## src/rtl/ic_pkg.sv

```systemverilog
package ic_pkg;
  localparam int OFS_STAT  = 'h00;
  localparam int OFS_ENSET = 'h04;
  localparam int OFS_ALSET = 'h08;
  localparam int OFS_ALCLR = 'h0C;
  localparam int OFS_PRIO  = 'h10;

  typedef enum logic [2:0] {
    SEL_NONE,
    SEL_STAT,
    SEL_ENSET,
    SEL_ALSET,
    SEL_ALCLR,
    SEL_PRIO
  } reg_sel_e;
endpackage

```

## src/rtl/ic_capture.sv

```systemverilog
module ic_capture #(
  parameter int N = 16
) (
  input  logic         clk,
  input  logic         rst_n,
  input  logic [N-1:0] src_i,
  input  logic         en_wr,
  input  logic         ack_wr,
  input  logic [N-1:0] wdata,
  output logic [N-1:0] pend_o,
  output logic [N-1:0] en_o
);
  logic [N-1:0] pend_q, en_q, ack_m, hit;

  assign ack_m = ack_wr ? wdata : '0;
  assign hit   = src_i & en_q;

  // capture is applied after acknowledge: a same-edge collision leaves the bit set
  always_ff @(posedge clk or negedge rst_n) begin
    if (!rst_n) begin
      pend_q <= '0;
      en_q   <= '0;
    end else begin
      pend_q <= (pend_q & ~ack_m) | hit;
      if (en_wr) en_q <= en_q | wdata;
    end
  end

  assign pend_o = pend_q;
  assign en_o   = en_q;
endmodule

```

## src/rtl/ic_allow.sv

```systemverilog
module ic_allow #(
  parameter int N = 16
) (
  input  logic         clk,
  input  logic         rst_n,
  input  logic         set_wr,
  input  logic         clr_wr,
  input  logic [N-1:0] wdata,
  output logic [N-1:0] allow_o
);
  logic [N-1:0] allow_q;

  always_ff @(posedge clk or negedge rst_n) begin
    if (!rst_n)      allow_q <= '0;
    else if (set_wr) allow_q <= allow_q | wdata;
    else if (clr_wr) allow_q <= allow_q & ~wdata;
  end

  assign allow_o = allow_q;
endmodule

```

## src/rtl/ic_lowest.sv

```systemverilog
module ic_lowest #(
  parameter int N  = 16,
  parameter int IW = $clog2(N)
) (
  input  logic [N-1:0]  vec_i,
  output logic [IW-1:0] idx_o,
  output logic          vld_o
);
  // ripple chain: seen[i] is 1 when some bit below i is set
  logic [N:0] seen;
  logic [N-1:0] first;

  assign seen[0] = 1'b0;
  for (genvar g = 0; g < N; g++) begin : g_chain
    assign first[g]  = vec_i[g] & ~seen[g];
    assign seen[g+1] = seen[g] | vec_i[g];
  end

  always_comb begin
    idx_o = '0;
    for (int i = 0; i < N; i++)
      if (first[i]) idx_o = IW'(i);
  end

  assign vld_o = seen[N];
endmodule

```

## src/rtl/ic_cascade.sv

```systemverilog
module ic_cascade
  import ic_pkg::*;
#(
  parameter int NSRC = 16,
  parameter int AW   = 5,
  localparam int IW  = $clog2(NSRC)
) (
  input  logic            clk,
  input  logic            rst_n,
  input  logic [NSRC-1:0] src_i,
  input  logic            reg_wr,
  input  logic [AW-1:0]   reg_addr,
  input  logic [NSRC-1:0] reg_wdata,
  output logic [NSRC-1:0] reg_rdata,
  output logic            irq_o,
  output logic [IW-1:0]   prio_idx,
  output logic            prio_vld
);
  reg_sel_e        sel;
  logic [NSRC-1:0] pend, en, allow, live;

  always_comb begin
    case (reg_addr)
      AW'(OFS_STAT):  sel = SEL_STAT;
      AW'(OFS_ENSET): sel = SEL_ENSET;
      AW'(OFS_ALSET): sel = SEL_ALSET;
      AW'(OFS_ALCLR): sel = SEL_ALCLR;
      AW'(OFS_PRIO):  sel = SEL_PRIO;
      default:        sel = SEL_NONE;
    endcase
  end

  ic_capture #(.N(NSRC)) u_cap (
    .clk(clk), .rst_n(rst_n), .src_i(src_i),
    .en_wr(reg_wr && sel == SEL_ENSET),
    .ack_wr(reg_wr && sel == SEL_STAT),
    .wdata(reg_wdata), .pend_o(pend), .en_o(en)
  );

  ic_allow #(.N(NSRC)) u_allow (
    .clk(clk), .rst_n(rst_n),
    .set_wr(reg_wr && sel == SEL_ALSET),
    .clr_wr(reg_wr && sel == SEL_ALCLR),
    .wdata(reg_wdata), .allow_o(allow)
  );

  assign live = pend & allow;

  ic_lowest #(.N(NSRC), .IW(IW)) u_low (
    .vec_i(live), .idx_o(prio_idx), .vld_o(prio_vld)
  );

  assign irq_o = |live;

  always_comb begin
    case (sel)
      SEL_STAT:             reg_rdata = pend;
      SEL_ENSET:            reg_rdata = en;
      SEL_ALSET, SEL_ALCLR: reg_rdata = allow;
      SEL_PRIO:             reg_rdata = NSRC'({prio_vld, prio_idx});
      default:              reg_rdata = '0;
    endcase
  end
endmodule

```

## config.mk

```make
export PLATFORM = sky130hd
export DESIGN_NAME = ic_cascade
export DESIGN_NICKNAME = d
export VERILOG_FILES = /design/src/rtl/ic_pkg.sv /design/src/rtl/ic_capture.sv /design/src/rtl/ic_allow.sv /design/src/rtl/ic_lowest.sv /design/src/rtl/ic_cascade.sv
export SDC_FILE = /design/constraint.sdc
export NUM_CORES = 1
export LEC_CHECK = 0
export BUFFER_PORTS_ARGS = -buffer_cell sky130_fd_sc_hd__buf_2
export CORE_AREA = 4 4 101 93
export CTS_CLUSTER_DIAMETER = 50
export DETAILED_ROUTE_END_ITERATION = 12
export DIE_AREA = 0 0 105 97
export GPL_TIMING_DRIVEN = 1
export PLACE_DENSITY = 0.58
export SYNTH_ARGS = -nofsm -noshare
export SYNTH_HDL_FRONTEND = slang
export SYNTH_HIERARCHICAL = 1
export SYNTH_SLANG_ARGS = --single-unit
```

## constraint.sdc

```tcl
create_clock -name clk -period 2.16 [get_ports clk]
set_input_delay 0 -clock clk [delete_from_list [all_inputs] [get_ports clk]]
set_output_delay 0 -clock clk [all_outputs]
set_load 0.05 [all_outputs]
```

# == Yosys cells after proc, flatten, opt, wreduce, memory -nomap -nowiden ==
# Cells that the tools add are included.
# word_totals
output_inout_bits,22
inputBits,40
elab_cells,94
regBits,48
# op_classes
mux,20
n_reduce_logical,8
n_bitwise,54
n_eq_ne,9
# op_table
operator,count
$and A16 B16 Y16,4
$pmux W16 S4,1
$mux W4,14
$mux W16,3
$or A16 B16 Y16,3
$not A16 Y16,2
$reduce_or A16 Y1,1
$and A1 B1 Y1,15
$not A1 Y1,15
$or A1 B1 Y1,15
$pmux W3 S5,1
$eq A5 B4 Y1 const B,2
$eq A3 B2 Y1 const B,2
$eq A3 B3 Y1 const B,2
$eq A5 B3 Y1 const B,1
$eq A5 B5 Y1 const B,1
$logic_not A5 Y1,1
$logic_and A1 B1 Y1,4
$eq A3 B1 Y1 const B,1
$reduce_bool A2 Y1,1
$reduce_or A2 Y1,1
$mux W1,1

# == Longest topological paths before layout ==
# Gate-level depths: netlist of run 1.
# logic_depth
depth_word,19
ltp_mapped,9

# == Cells and area by module ==
# Netlist of run 1, hierarchy kept.
# modules_own_cells
module,seq_area_each_um2,area_each_um2,cells_per_inst,n_inst
ic_capture,800.8,1168.6,84,1
ic_allow,400.4,648.1,52,1
ic_cascade,0.0,546.8,74,1
ic_lowest,0.0,183.9,30,1

# == Worst setup path before layout of run 1 ==
# OpenSTA, ideal clock, no wires.
# synth_timing
kind,register -> output
from,"reg u_cap.pend_q[12], in the netlist u_cap/pend_o[12]"
to,out reg_rdata[1]
arrival_ns,2.827
t_required_ns,2.160
slack_ns,-0.667
stages_incl_launch_ff,8
path_cell_list,dfrtp_1 and2_1 o311ai_0 a311oi_1 nor3_1 mux2i_1 nor2_1 a221o_1
# synth_between
elab_chain_len,8
word_cells_on_any_way,16
classes_between,mux: 5; bitwise: 11
# synth_lines
item,line_no,text
start: declaration,ic_capture.sv:13,"logic [N-1:0] pend_q, en_q, ack_m, hit;"
start signal: assignment,ic_capture.sv:24,pend_q <= (pend_q & ~ack_m) | hit;
$and A16 B16 Y16 (*),ic_cascade.sv:47,assign live = pend & allow;
named net live[12],ic_cascade.sv:20,"logic [NSRC-1:0] pend, en, allow, live;"
$or A1 B1 Y1,ic_lowest.sv:16,assign seen[g+1] = seen[g] | vec_i[g];
$not A1 Y1 / $or A1 B1 Y1 (equally long branches),"ic_lowest.sv:15, ic_lowest.sv:16",
"$and A1 B1 Y1, or another cell as far along",ic_lowest.sv:15,assign first[g] = vec_i[g] & ~seen[g];
"$mux W4, or another cell as far along",ic_lowest.sv:22,if (first[i]) idx_o = IW'(i);
$mux W4 / $and A1 B1 Y1 (equally long branches),"ic_lowest.sv:22, ic_lowest.sv:15",
$mux W4 (*),ic_lowest.sv:22,
named net prio_idx[1],ic_cascade.sv:16,"output logic [IW-1:0] prio_idx,"
$pmux W16 S4 (*),ic_cascade.sv:56,case (sel)
end: declaration,ic_cascade.sv:14,"output logic [NSRC-1:0] reg_rdata,"
# The timed path passes the listed nets; every way through them passes the cells marked *.

# == Final worst setup path of run 1 ==
# layout_timing
from,"reg u_cap.pend_q[0], in the netlist u_cap/pend_o[0]"
to,out reg_rdata[4]
# layout_between
elab_chain_len,17
# layout_lines
item,line_no
$and A16 B16 Y16,ic_cascade.sv:47
named net live[0],ic_cascade.sv:20
$or A1 B1 Y1 (15 in a row),ic_lowest.sv:16
$pmux W16 S4,ic_cascade.sv:56
# The timed path passes the listed nets, and every way through them passes these cells.

==> results of run 1 <==
-- cell families after synthesis --
kind of cell	after synthesis	synth area share, %
buf+inv	17	5.305
flops	48	47.15
simple gates	95	20.58
mux	5	1.965
compound gates	75	25.00
-- final timing paths --
check,startpoint,slack (ns),to,depth (start not counted)
worst min-delay path,rst_n,0.21,asynchronous set/reset pin,3
worst max register to register,u_cap/pend_o[11]$_DFF_PN0_,0.78,u_cap/pend_o[11]$_DFF_PN0_,3
min in group clk,reg_wr,0.28,register,4
max in group asynchronous,rst_n,1.72,u_cap/pend_o[8]$_DFF_PN0_,3
worst min register to register,u_cap/en_o[10]$_DFFE_PN0P_,0.48,u_cap/en_o[10]$_DFFE_PN0P_,1
worst max-delay path,u_cap/pend_o[0]$_DFF_PN0_,-0.39,reg_rdata[4],8
-- worst max-delay path, delay by kind of cell (launching register included) --
family          cells  cell delay, ns
simple gates        5            1.26
flops               1            0.39
compound gates      1            0.30
buf+inv             1            0.15
mux                 1            0.14
-- through the flow --
step                instances   TNS, ns  hold WS, ns  setup slack [ns]
CTS                       477    -1.459       0.2130           -0.4081
global route              486    -2.253       0.2416           -0.4503
floorplan                 240   -0.4138      -0.2956           -0.1763
finish                    486    -1.623       0.2114           -0.3902
detailed placement        430   -0.1095     0.008512           -0.1040
global placement          430  -0.07905      0.01103          -0.07905
-- layer usage --
layer | routed length, um | GRT usage (%)
met1 | 4018 | 21.50
met3 | 358 | 3.736
met4 | 106 | 3.633
met2 | 3788 | 25.31
met5 | 7 | 0
-- placed cells by master, fill, tap and decap left out, types with 2 or more instances in the layout --
master	count
nor2_4	5
nand2_1	34
a21o_1	16
buf_2	51
buf_4	44
and3_1	13
nor2_1	6
or4_4	3
a221o_1	12
nor2_2	3
mux2i_1	5
and2_4	16
clkbuf_8	6
a22o_1	32
inv_1	3
a21oi_1	4
buf_8	6
a221o_2	5
buf_6	12
dlygate4sd3_1	35
and2_1	2
or4_1	4
dfrtp_1	48
-- report_power, final --
group / leakage [nW] / internal (mW) / switching (mW)
logic: 1.40 / 0.701 / 0.644
clock network: 0.0614 / 0.379 / 0.306
registers: 0.550 / 1.04 / 0.104
-- layout make-up --
cell class	count	area, um2
Inverter	3	11.26
Fill cell	776	4378
Sequential cell	48	1201
Multi-Input combinational cell	175	1380
Timing Repair Buffer	150	1189
Tap cell	102	127.6
Clock inverter	2	38.79
Clock buffer	6	82.58
-- repair_timing --
item / in CTS / in global routing
pin swaps: 8 / 17
cloned: 0 / 0
hold endpoints to repair: 96 / 0
setup endpoints to repair: 9 / 10
hold buffers: 35 / 0
resized for setup: 41 / 35
buffers inserted: 4 / 11
==> flow_metrics.tcl, run 1 <==
set metrics [dict create \
    cts_tree "done" \
    cts_buffers 5 \
    relSlewSlack_pct 75.42 \
    fp-row-count 32 \
    synth_area_leaders "dfrtp_1 (47%), a22o_1 (11%), a221o_1 (6.3%), nand2_1 (5.0%), a21o_1 (4.7%)" \
    crit_slowest_cell "or4_4" \
    maxCapViolCount 0 \
    die_area_um2 10190 \
    syn2layout_area_growth_pct 58.20 \
    skew_ns 0.009113 \
    grt_overflow 0 \
    first_global_vias 2488 \
    fin_nets 423 \
    finalCriticalPeriod_ns 2.550 \
    p_leak_nw 2.015 \
    tightest_slew_ns 0.3655 \
    cp-end-kind "output port" \
    root_buffer "clkbuf_8" \
    portBuffers 61 \
    vdd_drop_max_uv 320.9 \
    status "complete, but fails checks" \
    hold_class "in2async" \
    ys_ff_latch 48 \
    die_w_um 105 \
    insertion_delay_ns 0.30 \
    critical_path_arrival_ns 2.55 \
    violations "negative setup slack" \
    seq_area_frac_synth_pct 47.15 \
    setup_viol 8 \
    synth_edf_count 0 \
    synthesis.area_um2 2547 \
    layout-drive-gt1-share_pct 42.71 \
    io_pins 62 \
    coreArea_um2 8408 \
    cp_max_fo 2 \
    gp_congestion 0.8731 \
    rsz0062_at_grt "yes" \
    wirelength_mm 8.278 \
    hold_viol_final 0 \
    syn_inst 240 \
    diodes 0 \
    clock-sinks 48 \
    dp_hpwl_mm 5.556 \
    start_util_pct 30.30 \
    cp_slowest_stage_delay_ns 0.52 \
    avgSynthCellArea_um2 10.61 \
    cp-start-kind "register" \
    drv_slew 0 \
    netlist.area_leader.share_pct 47.15 \
    ys_top_cells_by_count "dfrtp_1 (48), nand2_1 (34), a22o_1 (32)" \
    yosysTopAreaCell "dfrtp_1" \
    utilization_pct 47.93 \
    powerDensity_nw_per_um2 788.1 \
    post-route-period-util_pct 118.1 \
    grtUsageTotal_pct 15.74 \
    critPathKind "reg2out" \
    setup_ws_ns -0.3902 \
    clk_pin_slew_worst_paths_ns 0.09 \
    wl_per_cell_um 17.03 \
    antenna_found_initial 1 \
    synth_warnings 6 \
    fin_area_um2 4030 \
    finalPower_mw 3.176 \
    fmax_ghz 0.3921 \
    grt_pass1_wl_mm 12.78 \
    ys_types 33 \
    required_ns 2.16 \
    cts.path.max_buffers 2 \
    htreeDepth 2 \
    async_flop_share_pct 100.0 \
    via_per_inst 5.031 \
    dpl_cell_area_um2 3217 \
    syn-num-nets 280 \
    num_vias 2445 \
    first_pass_iters 4 \
    synth.most_common_cell "dfrtp_1" \
    final_antenna_net_count 0 \
    drc 0 \
    ys.flop_type "dfrtp_1" \
    die_h_um 97 \
    grt_max_degree 49 \
    initialDrtViolationCount 106 \
    crit_path_cell_trace "and2_4 -> or4_4 -> nand3b_4 -> or3_4 -> mux2i_1 -> nor2_1 -> a221o_2 -> buf_6" \
]
No activity file was read; power rests on OpenSTA's default activity.
==> run 2: changes to the inputs <==
--- a/config.mk
+++ b/config.mk
@@ -5,13 +5,14 @@
 export SDC_FILE = /design/constraint.sdc
 export NUM_CORES = 1
 export LEC_CHECK = 0
+export ABC_AREA = 1
 export BUFFER_PORTS_ARGS = -buffer_cell sky130_fd_sc_hd__buf_2
-export CORE_AREA = 4 4 101 93
+export CORE_AREA = 4 4 112 103
 export CTS_CLUSTER_DIAMETER = 50
 export DETAILED_ROUTE_END_ITERATION = 12
-export DIE_AREA = 0 0 105 97
+export DIE_AREA = 0 0 116 107
 export GPL_TIMING_DRIVEN = 1
-export PLACE_DENSITY = 0.58
+export PLACE_DENSITY = 0.55
 export SYNTH_ARGS = -nofsm -noshare
 export SYNTH_HDL_FRONTEND = slang
 export SYNTH_HIERARCHICAL = 1
==> flow_metrics.tcl, run 2 <==
set metrics [dict create \
    die_h_um 107 \
    critPathKind "reg2out" \
    first_pass_iters 5 \
    finalNonFillerCells 691 \
    initialDrtViolationCount 150 \
    async_flop_share_pct 100.0 \
    cp-start-kind "register" \
    synth_edf_count 0 \
    clock-sinks 48 \
    powerDensity_nw_per_um2 677.5 \
    grt_pass1_wl_mm 15.48 \
    synth_warnings 6 \
    status "complete, but fails checks" \
    cp_max_fo 3 \
    p_leak_nw 2.228 \
    avgSynthCellArea_um2 6.962 \
    layout-drive-gt1-share_pct 25.09 \
    r2r_cells 4 \
    cts_tree "done" \
    clk_pin_slew_worst_paths_ns 0.07 \
    rsz0062_at_grt "yes" \
    antenna_found_initial 0 \
    fin_nets 601 \
    ys.flop_type "dfrtp_1" \
    setup_ws_ns -0.1349 \
    fmax_ghz 0.4357 \
    tightest_slew_ns 0.3875 \
    via_per_inst 4.674 \
    synth.most_common_cell "nand2_1" \
    setup_tns_ns -0.6699 \
    root_buffer "clkbuf_16" \
    fp-row-count 35 \
    syn_inst 438 \
    ys_ff_latch 48 \
    first_global_vias 3202 \
    wirelength_mm 9.370 \
    num_vias 3230 \
    die_area_um2 12410 \
    finalCriticalPeriod_ns 2.295 \
    syn-num-nets 478 \
    crit_path_end "reg_rdata[3]" \
    setup_viol 6 \
    synthesis.area_um2 3049 \
    hold_viol_final 0 \
    diodes 0 \
    insertion_delay_ns 0.29 \
    grt_overflow 0 \
    ys_types 28 \
    cp-end-kind "output port" \
    vdd_drop_max_uv 338.1 \
    gp_congestion 0.8485 \
    final_antenna_net_count 0 \
    drc 0 \
    final_cell_mix "nand2_1 (212), buf_2 (51), inv_1 (49)" \
    critical_path_arrival_ns 2.29 \
    relSlewSlack_pct 74.10 \
    cts_buffers 5 \
    setup.reg_to_reg.worst_slack_ns 0.83 \
    maxCapViolCount 0 \
    portBuffers 61 \
    dp_hpwl_mm 6.408 \
    yosysTopAreaCell "dfrtp_1" \
    seq_area_frac_synth_pct 39.39 \
    syn2layout_area_growth_pct 39.43 \
    io_pins 62 \
    start_util_pct 29.76 \
    final_common_cell "nand2_1" \
    reg2reg_to "u_cap/pend_o[2]$_DFF_PN0_" \
    grtUsageTotal_pct 15.47 \
    cts.path.max_buffers 2 \
    wl_per_cell_um 13.56 \
    dp.cells 619 \
    drv_slew 0 \
    post-route-period-util_pct 106.2 \
    reg2reg_from "u_cap/pend_o[2]$_DFF_PN0_" \
    fill_cells 1085 \
    htreeDepth 2 \
    die_w_um 116 \
    coreArea_um2 10250 \
    skew_ns 0.005174 \
    ys_top_cells_by_count "nand2_1 (220), inv_1 (53), dfrtp_1 (48)" \
    required_ns 2.16 \
    hold_class "in2async" \
    synth_area_leaders "dfrtp_1 (39%), nand2_1 (27%), nand4_1 (7.8%), inv_1 (6.5%), buf_6 (3.3%)" \
    violations "negative setup slack" \
    netlist.area_leader.share_pct 39.39 \
    grt_max_degree 49 \
]
[run 2: changes by cell type in the layout (fill, tap and decap cells not counted), sizes merged, moves of 12 or more]
cell,change
a21o,-16
a221o,-17
a22o,-32
and2,-18
and3,-12
buf,-15
inv,+54
nand2,+187
nand3,+16
nand4,+40
[run 2: power by group]
part           internal, mW  switching, mW  leakage [nW]  total (mW)
Sequential            0.960         0.0493         0.485        1.01
Combinational         0.374          0.597          1.66       0.970
Clock                 0.545          0.356        0.0798       0.901
[run 2: critical path, stage by stage, from the launching register on]
cell and delay (ns):
dfrtp_1 0.41, nand2_2 0.09, inv_2 0.05, nor2_4 0.12, nand3_2 0.12, nor2_4 0.13
nand4_4 0.10, nor2_4 0.14, nand4_4 0.10, nor2_4 0.11, o21ai_2 0.09, nand2_1 0.10
nand4_1 0.10, nand2_1 0.08, inv_1 0.04, nand2_1 0.06, buf_6 0.16
[run 2: timing repair]
| action | 4_1_cts | 5_1_grt |
|---|---|---|
| pin swaps | 4 | 2 |
| hold buffers | 36 | 0 |
| setup endpoints to repair | 6 | 11 |
| hold endpoints to repair | 96 | 0 |
| resized for setup | 20 | 14 |
| buffers inserted | 27 | 1 |
[run 2: final cells by class]
class | instances | area (um2) | share of cell area (%)
multi-input cells | 312 | 1483 | 34.87
flip-flops and latches | 48 | 1201 | 28.25
repair buffers | 135 | 1015 | 23.87
inverters | 59 | 224.0 | 5.268
well taps | 129 | 161.4 | 3.796
clock buffers | 5 | 125.1 | 2.943
clock inverters | 3 | 42.54 | 1.001
[run 2: cell families after synthesis]
group,count (synthesis),share of synthesized area (%)
DFF,48,39.39
buffers and inverters,78,13.46
AOI/OAI and AO/OA,9,2.011
and+or+nand+nor,303,45.14
[run 2: worst min path at each step]
stage                 from                          to  depth (start not counted)
2_1_floorplan        rst_n  asynchronous set/reset pin                          0
6_report             rst_n   u_cap/pend_o[0]$_DFF_PN0_                          3
3_5_place_dp         rst_n   u_cap/pend_o[3]$_DFF_PN0_                          2
3_3_place_gp         rst_n   u_cap/en_o[1]$_DFFE_PN0P_                          2
4_1_cts        reg_addr[2]                    register                          5
5_1_grt        reg_addr[2]                    register                          5
[run 2: metal layers]
metal / share of wire, % / vias to the layer above / GRT usage [%]
met2: 48 / 92 / 25.55
met3: 4.9 / 12 / 2.596
li1: - / 1606 / -
met5: 0 / - / 0
met1: 46 / 1520 / 20.85
met4: 1.1 / 0 / 4.143
[run 2: stage by stage]
step	util (%)	instance area (um2)	power (mW)	hold WS (ns)	setup WS [ns]
2_1_floorplan	-	3054	1.560	-0.2956	-0.1108
3_3_place_gp	33.54	3437	1.751	0.01156	0.1126
3_5_place_dp	33.54	3437	1.761	0.01656	0.08661
4_1_cts	41.17	4219	2.850	0.2283	-0.08148
5_1_grt	41.49	4252	3.032	0.2549	-0.3670
6_report	41.49	4252	2.880	0.2183	-0.1349
==> run 3: changes to the inputs <==
--- a/config.mk
+++ b/config.mk
@@ -7,12 +7,14 @@
 export LEC_CHECK = 0
 export ABC_AREA = 1
 export BUFFER_PORTS_ARGS = -buffer_cell sky130_fd_sc_hd__buf_2
+export CELL_PAD_IN_SITES_DETAIL_PLACEMENT = 0
+export CELL_PAD_IN_SITES_GLOBAL_PLACEMENT = 2
 export CORE_AREA = 4 4 112 103
 export CTS_CLUSTER_DIAMETER = 50
 export DETAILED_ROUTE_END_ITERATION = 12
 export DIE_AREA = 0 0 116 107
 export GPL_TIMING_DRIVEN = 1
-export PLACE_DENSITY = 0.55
+export PLACE_DENSITY = 0.85
 export SYNTH_ARGS = -nofsm -noshare
 export SYNTH_HDL_FRONTEND = slang
 export SYNTH_HIERARCHICAL = 1
==> flow_metrics.tcl, run 3 (synthesis results as in run 2) <==
set metrics [dict create \
    cts.path.max_buffers 2 \
    root_buffer "clkbuf_16" \
    final_common_cell "nand2_1" \
    portBuffers 61 \
    die_w_um 116 \
    num_vias 3172 \
    powerDensity_nw_per_um2 687.8 \
    htreeDepth 2 \
    hold_viol_final 0 \
    wirelength_mm 9.579 \
    via_per_inst 4.577 \
    status "complete, but fails checks" \
    layout-drive-gt1-share_pct 25.71 \
    fin_area_um2 4339 \
    tightest_slew_ns 0.6488 \
    grt_max_degree 49 \
    hold_class "in2reg" \
    grtUsageTotal_pct 16.10 \
    critPathKind "reg2out" \
    fin_nets 603 \
    first_global_vias 3218 \
    relSlewSlack_pct 56.75 \
    diodes 0 \
    drv_slew 0 \
    clk_pin_slew_worst_paths_ns 0.07 \
    required_ns 2.16 \
    finalCriticalPeriod_ns 2.314 \
    cts_tree "done" \
    insertion_delay_ns 0.29 \
    io_pins 62 \
    wl_per_cell_um 13.82 \
    vdd_drop_max_uv 532.3 \
    setup_ws_ns -0.1544 \
    skew_ns 0.005211 \
    dpl_cell_area_um2 3440 \
    finalPower_mw 2.985 \
    p_leak_nw 2.260 \
    initialDrtViolationCount 167 \
    clock-sinks 48 \
    dp_hpwl_mm 6.698 \
    first_pass_iters 4 \
    start_util_pct 29.76 \
    final_antenna_net_count 0 \
    setup.reg_to_reg.worst_slack_ns 0.85 \
    gp_congestion 0.9465 \
    drc 0 \
    cp-start-kind "register" \
    cp_max_fo 3 \
    post-route-period-util_pct 107.1 \
    grt_overflow 0 \
    fmax_ghz 0.4321 \
    cp-end-kind "output port" \
    die_area_um2 12410 \
    violations "negative setup slack" \
    rsz0062_at_grt "yes" \
    die_h_um 107 \
    coreArea_um2 10250 \
    final_cell_mix "nand2_1 (211), buf_2 (50), inv_1 (48), dfrtp_1 (48), nand4_1 (38)" \
    grt_pass1_wl_mm 15.79 \
    fp-row-count 35 \
    syn2layout_area_growth_pct 42.31 \
    cts_buffers 5 \
    critical_path_arrival_ns 2.31 \
    maxCapViolCount 0 \
    antenna_found_initial 0 \
    setup_viol 8 \
]
run 3: final cells by class:
cell class,count,area [um2]
inverter,59,224.0
clock buffer,6,138.9
multi-input combinational,312,1504
fill,1069,5908
sequential,48,1201
clock inverter,2,38.79
timing repair buffer,137,1071
tap,129,161.4
run 3: timing repair:
item                       in CTS  in global routing
pin swaps                       8                  4
setup endpoints to repair       8                 11
buffers inserted               22                 12
gates resized for setup        23                 29
hold endpoints to repair       96                  0
hold buffers                   37                  0
run 3: routing by layer:
layer	track usage, %	share of wire (%)	wire length, um
met5	0	0	0
met4	4.308	0.93	89
met3	3.442	6.9	657
met2	26.62	47	4500
met1	21.22	45	4332
run 3: power by group:
part	switching (mW)	internal, mW
sequential	0.0449	0.960
clock	0.353	0.581
combinational	0.627	0.420
total	1.02	1.96
run 3: final timing paths:
check	start	end	cells after the start
min in group asynchronous	rst_n	u_cap/en_o[3]$_DFFE_PN0P_	3
max in group asynchronous	rst_n	asynchronous set/reset pin	3
worst max-delay path	register	reg_rdata[1]	16
worst min register to register	u_cap/en_o[10]$_DFFE_PN0P_	u_cap/en_o[10]$_DFFE_PN0P_	2
worst max register to register	u_cap/pend_o[3]$_DFF_PN0_	u_cap/pend_o[3]$_DFF_PN0_	4
worst min-delay path	reg_addr[2]	register	5
run 3: worst max-delay path, cell delays in order, from the launching register on:
cell and delay [ns]:
dfrtp_1 0.39, nand2_2 0.08, inv_2 0.05, nor2_4 0.15, nand3_4 0.10, nor2_4 0.12
nand4_4 0.10, nor2_4 0.16, nand4_4 0.11, nor2_4 0.13, o21ai_4 0.09, nand2_2 0.10
nand4_1 0.11, nand2_1 0.09, inv_1 0.04, nand2_1 0.06, buf_6 0.15
run 3: metrics by stage:
stage | util (%) | setup TNS, ns | setup WS, ns | instances | hold WS [ns]
final | 42.34 | -0.7109 | -0.1544 | 693 | 0.2262
after global routing | 42.34 | -1.809 | -0.2955 | 693 | 0.2525
after CTS | 41.12 | -0.3543 | -0.1060 | 688 | 0.2280
after detailed placement | 33.57 | 0 | 0.01847 | 621 | 0.1515
after global placement | 33.57 | 0 | 0.1125 | 621 | 0.1547
after floorplan | - | -0.3916 | -0.1108 | 438 | -0.2956
